==> src/rtl/stk_pkg.sv <==
package stk_pkg;

    typedef enum logic [1:0] {
        OP_PUSH = 2'd0,
        OP_POP  = 2'd1,
        OP_CALL = 2'd2,
        OP_EXC  = 2'd3
    } stk_op_e;

    typedef enum logic [1:0] {
        ST_IDLE       = 2'd0,
        ST_FRAME_HI   = 2'd1,
        ST_LIM_SETTLE = 2'd2
    } stk_state_e;

endpackage

==> src/rtl/stk_ptr_reg.sv <==
module stk_ptr_reg #(
    parameter int              AW      = 16,
    parameter logic [AW-1:0]   RST_VAL = 16'h0800
) (
    input  logic          clk,
    input  logic          rst_n,
    input  logic          inc,
    input  logic          dec,
    output logic [AW-1:0] sp,
    output logic [AW-1:0] sp_back
);
    // word index: bit 0 of the byte address is never stored
    localparam logic [AW-2:0] RST_IDX = RST_VAL[AW-1:1];
    localparam logic [AW-2:0] ONE_W   = (AW-1)'(1);

    logic [AW-2:0] idx_q;

    always_ff @(posedge clk) begin
        if (!rst_n)
            idx_q <= RST_IDX;
        else if (inc)
            idx_q <= idx_q + ONE_W;
        else if (dec)
            idx_q <= idx_q - ONE_W;
    end

    assign sp      = {idx_q, 1'b0};
    assign sp_back = {idx_q - ONE_W, 1'b0};
endmodule

==> src/rtl/stk_bound_chk.sv <==
module stk_bound_chk #(
    parameter int            AW    = 16,
    parameter logic [AW-1:0] FLOOR = 16'h0800
) (
    input  logic          clk,
    input  logic          rst_n,
    input  logic          lim_we,
    input  logic [AW-1:0] lim_wdata,
    input  logic          ea_valid,
    input  logic [AW-1:0] ea,
    output logic          hit
);
    localparam logic [AW-1:0] ALIGN_MASK = ~AW'(1);

    logic [AW-1:0] lim_q;
    logic          armed_q;

    // limit register deliberately has no reset
    always_ff @(posedge clk) begin
        if (lim_we)
            lim_q <= lim_wdata & ALIGN_MASK;
    end

    always_ff @(posedge clk) begin
        if (!rst_n)
            armed_q <= 1'b0;
        else if (lim_we)
            armed_q <= 1'b1;
    end

    always_comb begin
        hit = 1'b0;
        if (ea_valid) begin
            if (ea < FLOOR)
                hit = 1'b1;
            else if (armed_q && (ea > lim_q))
                hit = 1'b1;
        end
    end
endmodule

==> src/rtl/stk_frame_fmt.sv <==
module stk_frame_fmt #(
    parameter int AW  = 16,
    parameter int PCW = 23,
    parameter int STW = 8
) (
    input  logic [PCW-1:0] pc,
    input  logic [STW-1:0] status,
    input  logic           is_exc,
    output logic [AW-1:0]  lo_word,
    output logic [AW-1:0]  hi_word
);
    localparam int HIW = PCW - AW;

    logic [AW-1:0] hi_call;
    logic [AW-1:0] hi_exc;

    always_comb begin
        lo_word             = pc[AW-1:0];
        hi_call             = AW'(pc[PCW-1:AW]);
        hi_exc              = hi_call;
        hi_exc[AW-1 -: STW] = status;
        hi_word             = is_exc ? hi_exc : hi_call;
    end

    initial begin
        if (HIW + STW >= AW)
            $error("frame upper word cannot hold status and PC bits");
    end
endmodule

==> src/rtl/stkptr_unit.sv <==
module stkptr_unit #(
    parameter int            AW       = 16,
    parameter int            PCW      = 23,
    parameter int            STW      = 8,
    parameter logic [AW-1:0] FLOOR    = 16'h0800,
    parameter logic [AW-1:0] SP_RESET = 16'h0800
) (
    input  logic           clk,
    input  logic           rst_n,
    input  logic           cmd_valid,
    input  logic [1:0]     cmd_op,
    output logic           cmd_ready,
    input  logic [AW-1:0]  push_data,
    input  logic [PCW-1:0] pc_in,
    input  logic [STW-1:0] status_in,
    input  logic           lim_we,
    input  logic [AW-1:0]  lim_wdata,
    input  logic           err_clr,
    output logic [AW-1:0]  mem_addr,
    output logic [AW-1:0]  mem_wdata,
    output logic           mem_we,
    output logic           mem_re,
    output logic [AW-1:0]  sp_out,
    output logic           trap,
    output logic           err_flag
);
    import stk_pkg::*;

    stk_state_e    state_q, state_d;
    stk_op_e       op;
    logic          accept;
    logic          is_frame;
    logic          sp_inc, sp_dec;
    logic [AW-1:0] sp, sp_back;
    logic [AW-1:0] lo_word, hi_word, hi_q;
    logic          hit;
    logic          err_q;

    assign op       = stk_op_e'(cmd_op);
    assign is_frame = (op == OP_CALL) || (op == OP_EXC);

    stk_ptr_reg #(.AW(AW), .RST_VAL(SP_RESET)) u_ptr (
        .clk     (clk),
        .rst_n   (rst_n),
        .inc     (sp_inc),
        .dec     (sp_dec),
        .sp      (sp),
        .sp_back (sp_back)
    );

    stk_frame_fmt #(.AW(AW), .PCW(PCW), .STW(STW)) u_fmt (
        .pc      (pc_in),
        .status  (status_in),
        .is_exc  (op == OP_EXC),
        .lo_word (lo_word),
        .hi_word (hi_word)
    );

    stk_bound_chk #(.AW(AW), .FLOOR(FLOOR)) u_bound (
        .clk       (clk),
        .rst_n     (rst_n),
        .lim_we    (lim_we),
        .lim_wdata (lim_wdata),
        .ea_valid  (mem_we | mem_re),
        .ea        (mem_addr),
        .hit       (hit)
    );

    // state register
    always_ff @(posedge clk) begin
        if (!rst_n)
            state_q <= ST_IDLE;
        else
            state_q <= state_d;
    end

    // next state
    always_comb begin
        state_d = state_q;
        unique case (state_q)
            ST_IDLE: begin
                if (lim_we)
                    state_d = ST_LIM_SETTLE;
                else if (accept && is_frame)
                    state_d = ST_FRAME_HI;
            end
            ST_FRAME_HI:   state_d = lim_we ? ST_LIM_SETTLE : ST_IDLE;
            ST_LIM_SETTLE: state_d = lim_we ? ST_LIM_SETTLE : ST_IDLE;
            default:       state_d = ST_IDLE;
        endcase
    end

    // outputs
    always_comb begin
        cmd_ready = (state_q == ST_IDLE) && !lim_we;
        accept    = cmd_valid && cmd_ready;
        mem_we    = 1'b0;
        mem_re    = 1'b0;
        mem_addr  = sp;
        mem_wdata = push_data;
        sp_inc    = 1'b0;
        sp_dec    = 1'b0;
        unique case (state_q)
            ST_IDLE: begin
                if (accept) begin
                    unique case (op)
                        OP_PUSH: begin
                            mem_we = 1'b1;
                            sp_inc = 1'b1;
                        end
                        OP_POP: begin
                            mem_re   = 1'b1;
                            mem_addr = sp_back;
                            sp_dec   = 1'b1;
                        end
                        default: begin
                            mem_we    = 1'b1;
                            mem_wdata = lo_word;
                            sp_inc    = 1'b1;
                        end
                    endcase
                end
            end
            ST_FRAME_HI: begin
                mem_we    = 1'b1;
                mem_wdata = hi_q;
                sp_inc    = 1'b1;
            end
            ST_LIM_SETTLE: ;
            default: ;
        endcase
    end

    always_ff @(posedge clk) begin
        if (!rst_n)
            hi_q <= '0;
        else if (accept && is_frame)
            hi_q <= hi_word;
    end

    always_ff @(posedge clk) begin
        if (!rst_n)
            err_q <= 1'b0;
        else if (hit)
            err_q <= 1'b1;
        else if (err_clr)
            err_q <= 1'b0;
    end

    assign trap     = hit;
    assign err_flag = err_q;
    assign sp_out   = sp;
endmodule

==> config.mk <==
export PLATFORM = sky130hd
export DESIGN_NAME = stkptr_unit
export DESIGN_NICKNAME = d
export VERILOG_FILES = /design/src/rtl/stk_pkg.sv /design/src/rtl/stk_ptr_reg.sv /design/src/rtl/stk_bound_chk.sv /design/src/rtl/stk_frame_fmt.sv /design/src/rtl/stkptr_unit.sv
export SDC_FILE = /design/constraint.sdc
export NUM_CORES = 1
export LEC_CHECK = 0
export CAP_MARGIN = 25
export CORE_ASPECT_RATIO = 2
export CORE_UTILIZATION = 40
export DETAILED_ROUTE_END_ITERATION = 10
export PLACE_DENSITY = 0.71
export SYNTH_ARGS = -nofsm -noshare
export SYNTH_HDL_FRONTEND = slang
export SYNTH_SLANG_ARGS = --single-unit
==> constraint.sdc <==
create_clock -name clk -period 6.2 [get_ports clk]
set_input_delay 1.24 -clock clk [delete_from_list [all_inputs] [get_ports clk]]
set_output_delay 1.24 -clock clk [all_outputs]
set_load 0.1 [all_outputs]
==> flow_summary_export.csv <==
group,metric,value,unit
outcome,run_status,"finished, final reports clean",
finish,instances_no_fill,594,
yosys,netlist_instances,388,
min_path,hold-path-cell-count,2,
global_route,grt_pass1_vias,3244,
floorplanning,rows,46,
floorplanning,die_h,131,um
yosys,synth-compound-area-share,0.184,
placed_design,cells_after_dpl,586,
clock_network,cts_buffers,5,
critical_path,critical_path_arrival,4410,ps
floorplanning,initial_core_util,0.415,
power,cell_internal_pwr,0.000637,W
yosys,yosys.area_share.xor_xnor,0.0735,
sta,worst_clock_skew,2.15,ps
global_route,grt_util_all_layers,0.226,
power,comb_power_share,0.422,
placed_design,port-buffer-count,119,
critical_path,r2r-start,"state_q[1]",
power,switching_share,0.415,
sta,clock.fmax,0.177,GHz
yosys,yosys.area_share.simple,0.246,
detailed_routing,detail_route.iter0.violations,99,
detailed_routing,drt_pass1_iterations,4,
global_route,antenna_found_initial,0,
finish,area_growth_syn_to_layout,41.8,%
critical_path,timing.critical_path.fanout_max,6,
finish,final_net_count,587,
critical_path,crit-reg2reg-capture,"err_flag",
floorplanning,floorplan.io_pins,123,
detailed_routing,route.detailed.wl_per_inst,15.5,um
yosys,synth_adder_area_share,0.0754,
power,seqPwrFrac,0.334,
power,power_density,231,mW/mm2
clock_network,postCtsSetupRepairBufs,0,
floorplanning,placeableCoreArea,0.00800,mm2
power,vdd_ir_drop_max,0.136,mV
critical_path,kind_of_critical_path,"primary input to output pin",
min_path,min_delay_worst_endpoint,"hi_q[10]",
min_path,min_path_type,"flip-flop to flip-flop",
yosys,synth-edff-count,15,
sta,timing_worst_slew_pin_value,1000,ps
floorplanning,die_w,66.4,um
sta,report.final.hold_viol_count,0,
clock_network,cts.hold.buffers_added,0,
global_route,first_pass_grt_wire_length,14800,um
finish,share_of_post_route_cells_with_drive_strength_above_1,0.147,
power,clockPowerShare,0.243,
yosys,synthesis.area,0.00332,mm2
min_path,min-delay-start,"hi_q[10]",
yosys,synthMuxAreaShare,0,
power,power.leakage,1.95,nW
yosys,synth_top_family_by_area,"simple AND/OR/NAND/NOR gates",
clock_network,clock-sinks,49,
yosys,synthDistinctLibCells,54,
critical_path,r2r_cells,16,
sta,worst_slew_margin_rel,0.331,
global_route,grt_start_max_net_pins,32,
clock_network,cts_tree,"yes",
yosys,yosys_warnings,0,
finish,layout.cells.most_common_list,"sky130_fd_sc_hd__clkdlybuf4s50_1, sky130_fd_sc_hd__nand2_1, sky130_fd_sc_hd__buf_4",
finish,multi_input_area,0.00201,mm2
yosys,synth_ff_type,"sky130_fd_sc_hd__dfxtp_1",
clock_network,worst_skew_pair.late_latency,290,ps
yosys,ys_ff_latch,49,
global_route,grt_remaining_overflow,0,
critical_path,cp-start-kind,"primary input",
job,timing.max_cap.violations,0,
clock_network,h_tree_levels,2,
finish,layout.cells.most_common,"sky130_fd_sc_hd__clkdlybuf4s50_1",
critical_path,end_kind,"output pin",
yosys,ys_seq_area_frac,0.341,
clock_network,number_of_gates_given_a_new_drive_strength_after_cts,0,
finish,antenna-diode-count,0,
sta,timing_max_transition_violations_final,0,
detailed_routing,avgViaCountPerCell,5.30,
sta,finalSetupViolCount,0,
clock_network,clk_pin_slew,60,ps
detailed_routing,ant_nets,0,
detailed_routing,postRouteWirelength,9210,um
placed_design,place_congestion,0.802,
floorplanning,design.die.area,0.00869,mm2
critical_path,worstPathRequired,4960,ps
detailed_routing,vias,3150,
clock_network,clock_path_buffers,2,
sta,final_critical_period,5650,ps
finish,regArea,0.00113,mm2
finish,fillers,724,
clock_network,cts.root.buffer_cell,"sky130_fd_sc_hd__clkbuf_16",
power,total_switching_power,0.000451,W
detailed_routing,drc,0,
sta,fin_setup_tns,0,ps
yosys,async_set_or_reset_flop_fraction_in_the_synthesized_netlist,0,
sta,finalCritPeriodShare,0.912,
placed_design,place.detailed.hpwl,7340,um
yosys,synth.avg_cell_area,8.55,um2
sta,setup_repair_after_global_routing_missed_its_margin,"false",
critical_path,ff2ff_setup_slack,2820,ps
## sequential cells by signal, indices dropped and copies added (netlist names)
| signal | count |
|---|---|
| hi_q | 15 |
| u_bound.lim_q | 15 |
| u_ptr.idx_q | 15 |
| state_q | 2 |
| err_flag | 1 |
| u_bound.armed_q | 1 |
## through the flow
step / util / total power (W) / hold WS, ps / cell area [um2] / setup WS [ps]
floorplan: - / 0.000707 / 441 / 3400 / 11.9
global placement: 0.564 / 0.000823 / 457 / 4520 / 612
detailed placement: 0.571 / 0.000833 / 462 / 4570 / 528
CTS: 0.588 / 0.00110 / 469 / 4710 / 524
global route: 0.588 / 0.00113 / 490 / 4710 / 327
finish: 0.588 / 0.00109 / 466 / 4710 / 547
## per-layer routing
metal,GRT usage,up-vias,share of wire
met2,0.452,109,0.58
met5,0,-,0
met1,0.219,1463,0.36
met3,0.0382,12,0.047
li1,-,1566,-
met4,0.0901,0,0.016
## power groups by stage
stage | logic, W | registers [W] | clock network (W)
after detailed placement | 0.000462 | 0.000371 | 0
after global placement | 0.000453 | 0.000370 | 0
after global routing | 0.000484 | 0.000366 | 0.000283
final | 0.000460 | 0.000364 | 0.000265
after floorplan | 0.000306 | 0.000401 | 0
after CTS | 0.000463 | 0.000364 | 0.000274
## worst max-delay path by stage
stage	start	endpoint	slack [ps]	cells after the start
floorplan	lim_we	trap	10	12
global placement	cmd_valid	trap	610	14
detailed placement	cmd_valid	trap	530	14
CTS	cmd_valid	trap	520	14
global route	cmd_valid	trap	330	14
finish	cmd_valid	trap	550	14
## synth_stat cells, types with 4 or more instances
| master | count | area share |
|---|---|---|
| sky130_fd_sc_hd__and2_1 | 10 | 0.019 |
| sky130_fd_sc_hd__nor3_1 | 11 | 0.017 |
| sky130_fd_sc_hd__dfxtp_1 | 34 | 0.21 |
| sky130_fd_sc_hd__and3_1 | 4 | 0.0075 |
| sky130_fd_sc_hd__edfxtp_1 | 15 | 0.14 |
| sky130_fd_sc_hd__nand4_1 | 6 | 0.011 |
| sky130_fd_sc_hd__a21oi_1 | 9 | 0.014 |
| sky130_fd_sc_hd__a21boi_0 | 33 | 0.075 |
| sky130_fd_sc_hd__nand2_1 | 75 | 0.085 |
| sky130_fd_sc_hd__inv_1 | 23 | 0.026 |
| sky130_fd_sc_hd__ha_1 | 20 | 0.075 |
| sky130_fd_sc_hd__o21ai_0 | 6 | 0.0091 |
| sky130_fd_sc_hd__xnor2_1 | 20 | 0.053 |
| sky130_fd_sc_hd__a221o_1 | 15 | 0.045 |
| sky130_fd_sc_hd__xor2_1 | 6 | 0.016 |
| sky130_fd_sc_hd__clkbuf_1 | 14 | 0.016 |
| sky130_fd_sc_hd__buf_2 | 4 | 0.0060 |
| sky130_fd_sc_hd__nand3_1 | 17 | 0.026 |
| sky130_fd_sc_hd__nor2_1 | 16 | 0.018 |
## cell families after synthesis
| family | count (synthesis) |
|---|---|
| XOR/XNOR | 27 |
| buffers and inverters | 51 |
| adder cells (fa/ha/maj) | 20 |
| AND/OR/NAND/NOR | 161 |
| AO/OA/AOI/OAI | 79 |
| flip-flops | 49 |
| other | 1 |
## worst max-delay path, stage by stage
cell	delay (ps)
sky130_fd_sc_hd__clkdlybuf4s50_1	610
sky130_fd_sc_hd__and4bb_4	330
sky130_fd_sc_hd__nand4_2	220
sky130_fd_sc_hd__nor4b_2	340
sky130_fd_sc_hd__xnor2_1	220
sky130_fd_sc_hd__inv_1	110
sky130_fd_sc_hd__ha_1	310
sky130_fd_sc_hd__nand4_1	110
sky130_fd_sc_hd__nor2_1	140
sky130_fd_sc_hd__a221oi_1	100
sky130_fd_sc_hd__o21ai_0	130
sky130_fd_sc_hd__nand3_1	170
sky130_fd_sc_hd__a21oi_4	190
sky130_fd_sc_hd__buf_12	190
## layout make-up
cell class | instances | share of cell area
clock buffers | 7 | 0.0282
inverters | 24 | 0.0199
clock inverters | 1 | 0.000798
flip-flops and latches | 49 | 0.240
repair buffers | 128 | 0.258
well taps | 96 | 0.0255
multi-input cells | 289 | 0.427
Note: power is estimated with default switching activity, not from simulation.
